### config.mk
export PLATFORM = sky130hd
export DESIGN_NAME = prbs_verifier
export DESIGN_NICKNAME = d
export VERILOG_FILES = /design/src/rtl/prbs_pkg.sv /design/src/rtl/prbs_predictor.sv /design/src/rtl/prbs_track_fsm.sv /design/src/rtl/prbs_err_stretch.sv /design/src/rtl/prbs_verifier.sv
export SDC_FILE = /design/constraint.sdc
export NUM_CORES = 1
export LEC_CHECK = 0
export ABC_CLOCK_PERIOD_IN_PS = 3150
export BUFFER_PORTS_ARGS = -buffer_cell sky130_fd_sc_hd__buf_2
export CAP_MARGIN = 0
export CORE_MARGIN = 1.5
export CORE_UTILIZATION = 33
export CTS_BUF_LIST = sky130_fd_sc_hd__clkbuf_8
export CTS_CLUSTER_SIZE = 30
export DETAILED_ROUTE_END_ITERATION = 7
export SYNTH_ARGS = -nofsm -noshare
export SYNTH_HDL_FRONTEND = slang
export SYNTH_SLANG_ARGS = --single-unit
export TNS_END_PERCENT = 20
### constraint.sdc
create_clock -name clk -period 3.15 [get_ports clk]
set_input_delay 0.1575 -clock clk [delete_from_list [all_inputs] [get_ports clk]]
set_output_delay 0.1575 -clock clk [all_outputs]
set_load 0.05 [all_outputs]
### src/rtl/prbs_pkg.sv
// Package: shared types for the parallel PRBS verifier.
// Assumes nothing beyond IEEE 1800-2017.
package prbs_pkg;
    // Tracking phase of the verifier
    typedef enum logic [1:0] {
        PH_HUNT  = 2'd0,   // seeding from data, counting matches
        PH_SWEEP = 2'd1,   // locked, walking one full period
        PH_DONE  = 2'd2    // period verified, predictor free-running
    } phase_t;
endpackage

### src/rtl/prbs_predictor.sv
// Module: prbs_predictor
// Purpose: combinational unroll of a Fibonacci LFSR across one word.
// Given the last ORDER bits of the stream (bit 0 newest), it produces the
// next WIDTH bits, with the earliest bit at the MSB.
// Assumes WIDTH >= ORDER so the next state is the low ORDER bits of the word.
module prbs_predictor #(
    parameter int ORDER = 7,
    parameter int TAP   = 6,
    parameter int WIDTH = 32
) (
    input  logic [ORDER-1:0] state_i,
    output logic [WIDTH-1:0] word_o
);
    // Step the LFSR WIDTH times, newest bit shifted in at position 0
    function automatic logic [WIDTH-1:0] unroll(input logic [ORDER-1:0] st);
        logic [ORDER-1:0] s;
        logic [WIDTH-1:0] w;
        logic             nb;
        s = st;
        w = '0;
        for (int i = WIDTH - 1; i >= 0; i--) begin
            nb   = s[ORDER-1] ^ s[TAP-1];
            w[i] = nb;
            s    = {s[ORDER-2:0], nb};
        end
        return w;
    endfunction

    // Prediction for the next valid word
    always_comb begin
        word_o = unroll(state_i);
    end
endmodule

### src/rtl/prbs_track_fsm.sv
// Module: prbs_track_fsm
// Purpose: lock acquisition, full-period sweep and done tracking.
// It holds the predictor seed. While hunting or sweeping, the seed is taken
// from the data. Once done, it is taken from the prediction.
// Assumes clear_i is synchronous to clk and overrides any word in its cycle.
module prbs_track_fsm
    import prbs_pkg::*;
#(
    parameter int ORDER      = 7,
    parameter int WIDTH      = 32,
    parameter int LOCK_WORDS = 4
) (
    input  logic             clk,
    input  logic             rst_n,
    input  logic             clear_i,
    input  logic             valid_i,
    input  logic [WIDTH-1:0] data_i,
    input  logic [WIDTH-1:0] pred_i,
    output logic [ORDER-1:0] seed_o,
    output logic             done_o,
    output logic             mismatch_hit_o
);
    localparam int PERIOD_BITS  = (2 ** ORDER) - 1;
    localparam int PERIOD_WORDS = (PERIOD_BITS + WIDTH - 1) / WIDTH;
    localparam int LCW          = $clog2(LOCK_WORDS + 1);
    localparam int PCW          = $clog2(PERIOD_WORDS + 1);

    phase_t           phase_q;
    logic             seeded_q;
    logic [LCW-1:0]   lock_cnt_q;
    logic [PCW-1:0]   per_cnt_q;
    logic [ORDER-1:0] seed_q;
    logic             match;

    // Whole-word compare, so a word yields at most one event
    assign match = (data_i == pred_i);

    // Phase, counters and seed update, one step per valid word
    always_ff @(posedge clk) begin
        if (!rst_n || clear_i) begin
            phase_q    <= PH_HUNT;
            seeded_q   <= 1'b0;
            lock_cnt_q <= '0;
            per_cnt_q  <= '0;
            seed_q     <= '0;
        end else if (valid_i) begin
            unique case (phase_q)
                PH_HUNT: begin
                    seed_q   <= data_i[ORDER-1:0];
                    seeded_q <= 1'b1;
                    if (seeded_q && match) begin
                        if (lock_cnt_q == LCW'(LOCK_WORDS - 1)) begin
                            phase_q    <= PH_SWEEP;
                            lock_cnt_q <= '0;
                            per_cnt_q  <= '0;
                        end else begin
                            lock_cnt_q <= lock_cnt_q + 1'b1;
                        end
                    end else begin
                        lock_cnt_q <= '0;
                    end
                end
                PH_SWEEP: begin
                    seed_q <= data_i[ORDER-1:0];
                    if (!match) begin
                        phase_q    <= PH_HUNT;
                        lock_cnt_q <= '0;
                    end else if (per_cnt_q == PCW'(PERIOD_WORDS - 1)) begin
                        phase_q <= PH_DONE;
                    end else begin
                        per_cnt_q <= per_cnt_q + 1'b1;
                    end
                end
                PH_DONE: begin
                    seed_q <= pred_i[ORDER-1:0];
                end
                default: phase_q <= PH_HUNT;
            endcase
        end
    end

    assign seed_o         = seed_q;
    assign done_o         = (phase_q == PH_DONE);
    assign mismatch_hit_o = valid_i && !clear_i && (phase_q == PH_DONE) && !match;
endmodule

### src/rtl/prbs_err_stretch.sv
// Module: prbs_err_stretch
// Purpose: turns a one-cycle error strobe into a pulse LENGTH cycles long.
// A new strobe during a pulse restarts the count. clear_i cancels the pulse.
// Assumes LENGTH >= 1.
module prbs_err_stretch #(
    parameter int LENGTH = 3
) (
    input  logic clk,
    input  logic rst_n,
    input  logic clear_i,
    input  logic hit_i,
    output logic pulse_o
);
    localparam int CW = $clog2(LENGTH + 1);

    logic [CW-1:0] cnt_q;

    // Load on a hit, count down otherwise
    always_ff @(posedge clk) begin
        if (!rst_n || clear_i) begin
            cnt_q <= '0;
        end else if (hit_i) begin
            cnt_q <= CW'(LENGTH);
        end else if (cnt_q != '0) begin
            cnt_q <= cnt_q - 1'b1;
        end
    end

    assign pulse_o = (cnt_q != '0);
endmodule

### src/rtl/prbs_verifier.sv
// Module: prbs_verifier (top)
// Purpose: parallel PRBS verifier. It locks to the incoming pattern, verifies
// one full period, then reports each errored word as a stretched pulse.
// Assumes all inputs are synchronous to clk. The polynomial is
// x^ORDER + x^TAP + 1, and the MSB of a word is the earliest bit.
module prbs_verifier #(
    parameter int ORDER      = 7,
    parameter int TAP        = 6,
    parameter int WIDTH      = 32,
    parameter int LOCK_WORDS = 4,
    parameter int ERR_CYCLES = 3
) (
    input  logic             clk,
    input  logic             rst_n,
    input  logic             valid_i,
    input  logic [WIDTH-1:0] data_i,
    input  logic             clear_i,
    output logic             done_o,
    output logic             error_o
);
    logic [ORDER-1:0] seed;
    logic [WIDTH-1:0] pred;
    logic             hit;

    prbs_predictor #(.ORDER(ORDER), .TAP(TAP), .WIDTH(WIDTH)) u_pred (
        .state_i (seed),
        .word_o  (pred)
    );

    prbs_track_fsm #(.ORDER(ORDER), .WIDTH(WIDTH), .LOCK_WORDS(LOCK_WORDS)) u_fsm (
        .clk            (clk),
        .rst_n          (rst_n),
        .clear_i        (clear_i),
        .valid_i        (valid_i),
        .data_i         (data_i),
        .pred_i         (pred),
        .seed_o         (seed),
        .done_o         (done_o),
        .mismatch_hit_o (hit)
    );

    prbs_err_stretch #(.LENGTH(ERR_CYCLES)) u_err (
        .clk     (clk),
        .rst_n   (rst_n),
        .clear_i (clear_i),
        .hit_i   (hit),
        .pulse_o (error_o)
    );
endmodule

==> impl_metrics.toml <==
[worst_setup_path]
r2r_end = "u_fsm.phase_q[1]"
cp_max_fo = 9
rr_startpoint = "u_fsm.seed_o[1]"
r2r_setup_slack_ns = 0.53
cp-start-kind = "flip-flop"
crit_chain = "buf_4, or3_1, a222oi_1, nand4_1, or4_4, o31ai_4"
worst-path-buf-inv = 1
cp_top_family = "simple AND/OR/NAND/NOR gates"
crit_required_ns = 3.32
crit_slowest_cell = "or4_4"
max_stage_delay_ns = 0.61
r2r_cells = 6
critPathKind = "reg -> reg"
end_kind = "flip-flop"
critPathArrivalTime_ns = 2.79

[job]
cap_violations = 0

[min_path]
holdPathStages = 2
holdCritPathClass = "in -> reg"
min_from = "valid_i"
hold_end = "u_fsm.phase_q[0]"

[floorplan]
core-area_mm2 = 0.00564
start_util_pct = 35.0
dieArea_mm2 = 0.00645
die_y_um = 80.3
rows = 27
die_x_um = 80.3
pin_count = 38

[power_and_ir_drop]
leakage_nw = 0.901
power_density_mw_per_mm2 = 267
p_total_uw = 603
max-vdd-ir-drop_uv = 166

[status]
violations = "DRC"
outcome = "complete, but fails checks"

[synth]
async_flop_share_pct = 0
ys_top_cells_by_area = "dfxtp_1 18%, xnor2_1 12%, xor2_1 7.5%"
synth_cells = 236
yosysSeqAreaShare_pct = 18.3
synth_edf_count = 0
ys_types = 50
syn_area_mm2 = 0.00197
synth_nets = 276
synth-seq-cells = 18
synth_top_area_share_pct = 18.3
yosysWarningCount = 0
synth.largest_area_cell = "dfxtp_1"
syn_area_per_cell_um2 = 8.36
synthFlopType = "dfxtp_1"

[drt]
drc = 2
drtIter0Drc = 140
viasPerCell = 5.14
num_vias = 1748
drt_pass1_iterations = 7
routed_wl_um = 4460
routedWlPerCell_um = 13.1
ant_nets = 0

[clock_network]
numCtsBuffers = 3
cts_tree = "built"
cts.clk_slew.worst_paths_ns = 0.07
postCtsSetupRepairBufs = 0
clock_latency_ns = 0.25
ctsResizeCount = 0
htree_levels = 1
cts.sinks = 18
cts_root_buf = "clkbuf_8"
ctsHoldBuffers = 0
ctsLongestPathBuffers = 2

[global_routing]
grt_max_degree = 16
track_usage_pct = 14.1
grt_pass1_vias = 1573
grt_overflow = 0
grt_pass1_wl_um = 7260
grt_antenna_before_repair = 0

[finish]
diodes = 0
design_area_mm2 = 0.00226
areaGrowthSynthToFinish_pct = 14.4
nets = 309
layout-drive-gt1-share_pct = 23.5

[sta]
max_slew.worst_pin.slew_ns = 0.685
hold_slack_ns = 0.223
fmax_mhz = 382
fin_skew_ns = 0.00361
setup_violations = 0
finalCritPeriodShare_pct = 83.1
rsz0062_at_grt = "false"
min_period_ns = 2.62
maxSlewViolCount = 0
setup_tns_ns = 0
slew_headroom_pct = 54.2
hold_viol_final = 0

[placement]
dpl-instance-area_mm2 = 0.00220
io_buffer_count = 37
hpwl_um = 3550
gp_congestion = 0.764
final cells by class:
class / count / area (um2)
multi-input cells: 194 / 1480
repair buffers: 44 / 238
fillers: 570 / 3380
clock buffers: 4 / 55.1
flip-flops and latches: 18 / 360
well taps: 72 / 90.1
inverters: 8 / 30.0
flip-flops by register name (all words and copies together), names as in the netlist:
register,count
u_fsm.seed_o,7
u_fsm.seeded_q,1
u_fsm.per_cnt_q,3
u_err.cnt_q,2
u_fsm.phase_q,2
u_fsm.lock_cnt_q,3
layer usage:
layer  wire (um)  GRT usage [%]  up-vias  part of all wire (%)
met1        2150           19.7      799                    48
met3         198           1.02        4                   4.4
met5           0              0        -                     0
met2        2070           23.1       40                    46
met4          40           4.31        0                  0.90
li1            -              -      905                     -
logic make-up (layout without fill, tap and decap cells):
kind of cell / after synthesis / after routing / synth area share (%)
mux: 9 / 9 / 5.39
flops: 18 / 18 / 18.3
buf+inv: 24 / 56 / 6.53
fa+ha+maj: 4 / 4 / 2.54
compound gates: 33 / 33 / 12.6
simple gates: 98 / 98 / 28.0
xor+xnor: 50 / 50 / 26.7
stage by stage:
stage	instances	util [%]	setup slack, ns
after floorplan	236	-	0.734
final	340	40.0	0.531
after CTS	340	40.0	0.527
after global placement	336	39.0	0.577
after global routing	340	40.0	0.341
after detailed placement	336	39.0	0.545
worst max path at each step:
stage	startpoint	to	slack (ns)	cells past startpoint
3_3_place_gp	u_fsm.seed_o[4]	u_err.cnt_q[1]	0.58	7
2_1_floorplan	u_fsm.seed_o[6]	u_err.cnt_q[1]	0.73	8
5_1_grt	u_fsm.seed_o[3]	u_fsm.phase_q[1]	0.34	7
6_report	u_fsm.seed_o[1]	u_fsm.phase_q[1]	0.53	6
3_5_place_dp	u_fsm.seed_o[1]	u_fsm.phase_q[1]	0.54	6
4_1_cts	u_fsm.seed_o[1]	u_fsm.phase_q[1]	0.53	6
where the power goes:
group / internal [mW] / switching [mW]
combinational: 0.0883 / 0.0842
sequential: 0.231 / 0.00997
clock: 0.111 / 0.0784
total: 0.431 / 0.173
worst reg2reg max path, cell delays in order (launching register included):
cell and delay (ns):
dfxtp_1 0.46, buf_4 0.24, or3_1 0.37, a222oi_1 0.37
nand4_1 0.22, or4_4 0.61, o31ai_4 0.26
cell usage after synthesis (7+ instances only):
master   count
xnor2_1     27
dfxtp_1     18
nand2_1     21
nor2_1      14
nand4_1     15
a21oi_1     12
mux2i_1      8
inv_1        7
nand3_1      8
xor2_1      17
or3_1       10
buf_2        7
layout by cell type, fill, tap and decap left out, types with 2 or more instances in the layout:
cell type,count
nand4_1,15
and3_1,2
o22ai_1,2
o221ai_1,2
buf_2,37
or3_1,10
ha_1,4
or3b_2,2
nor3_1,4
nor2_1,14
a21oi_1,12
a221oi_1,2
and3b_1,3
inv_1,7
or2_2,3
nand3b_1,2
nand2b_1,3
a22o_1,2
nand3_1,8
nor2b_1,4
xnor3_1,4
o31ai_2,2
mux2i_1,8
xnor2_1,27
buf_4,7
dfxtp_1,18
o21ai_0,2
xor2_1,17
nand2_1,21
clkbuf_8,4
o21a_1,2
Power figures use the tool's default switching activity.
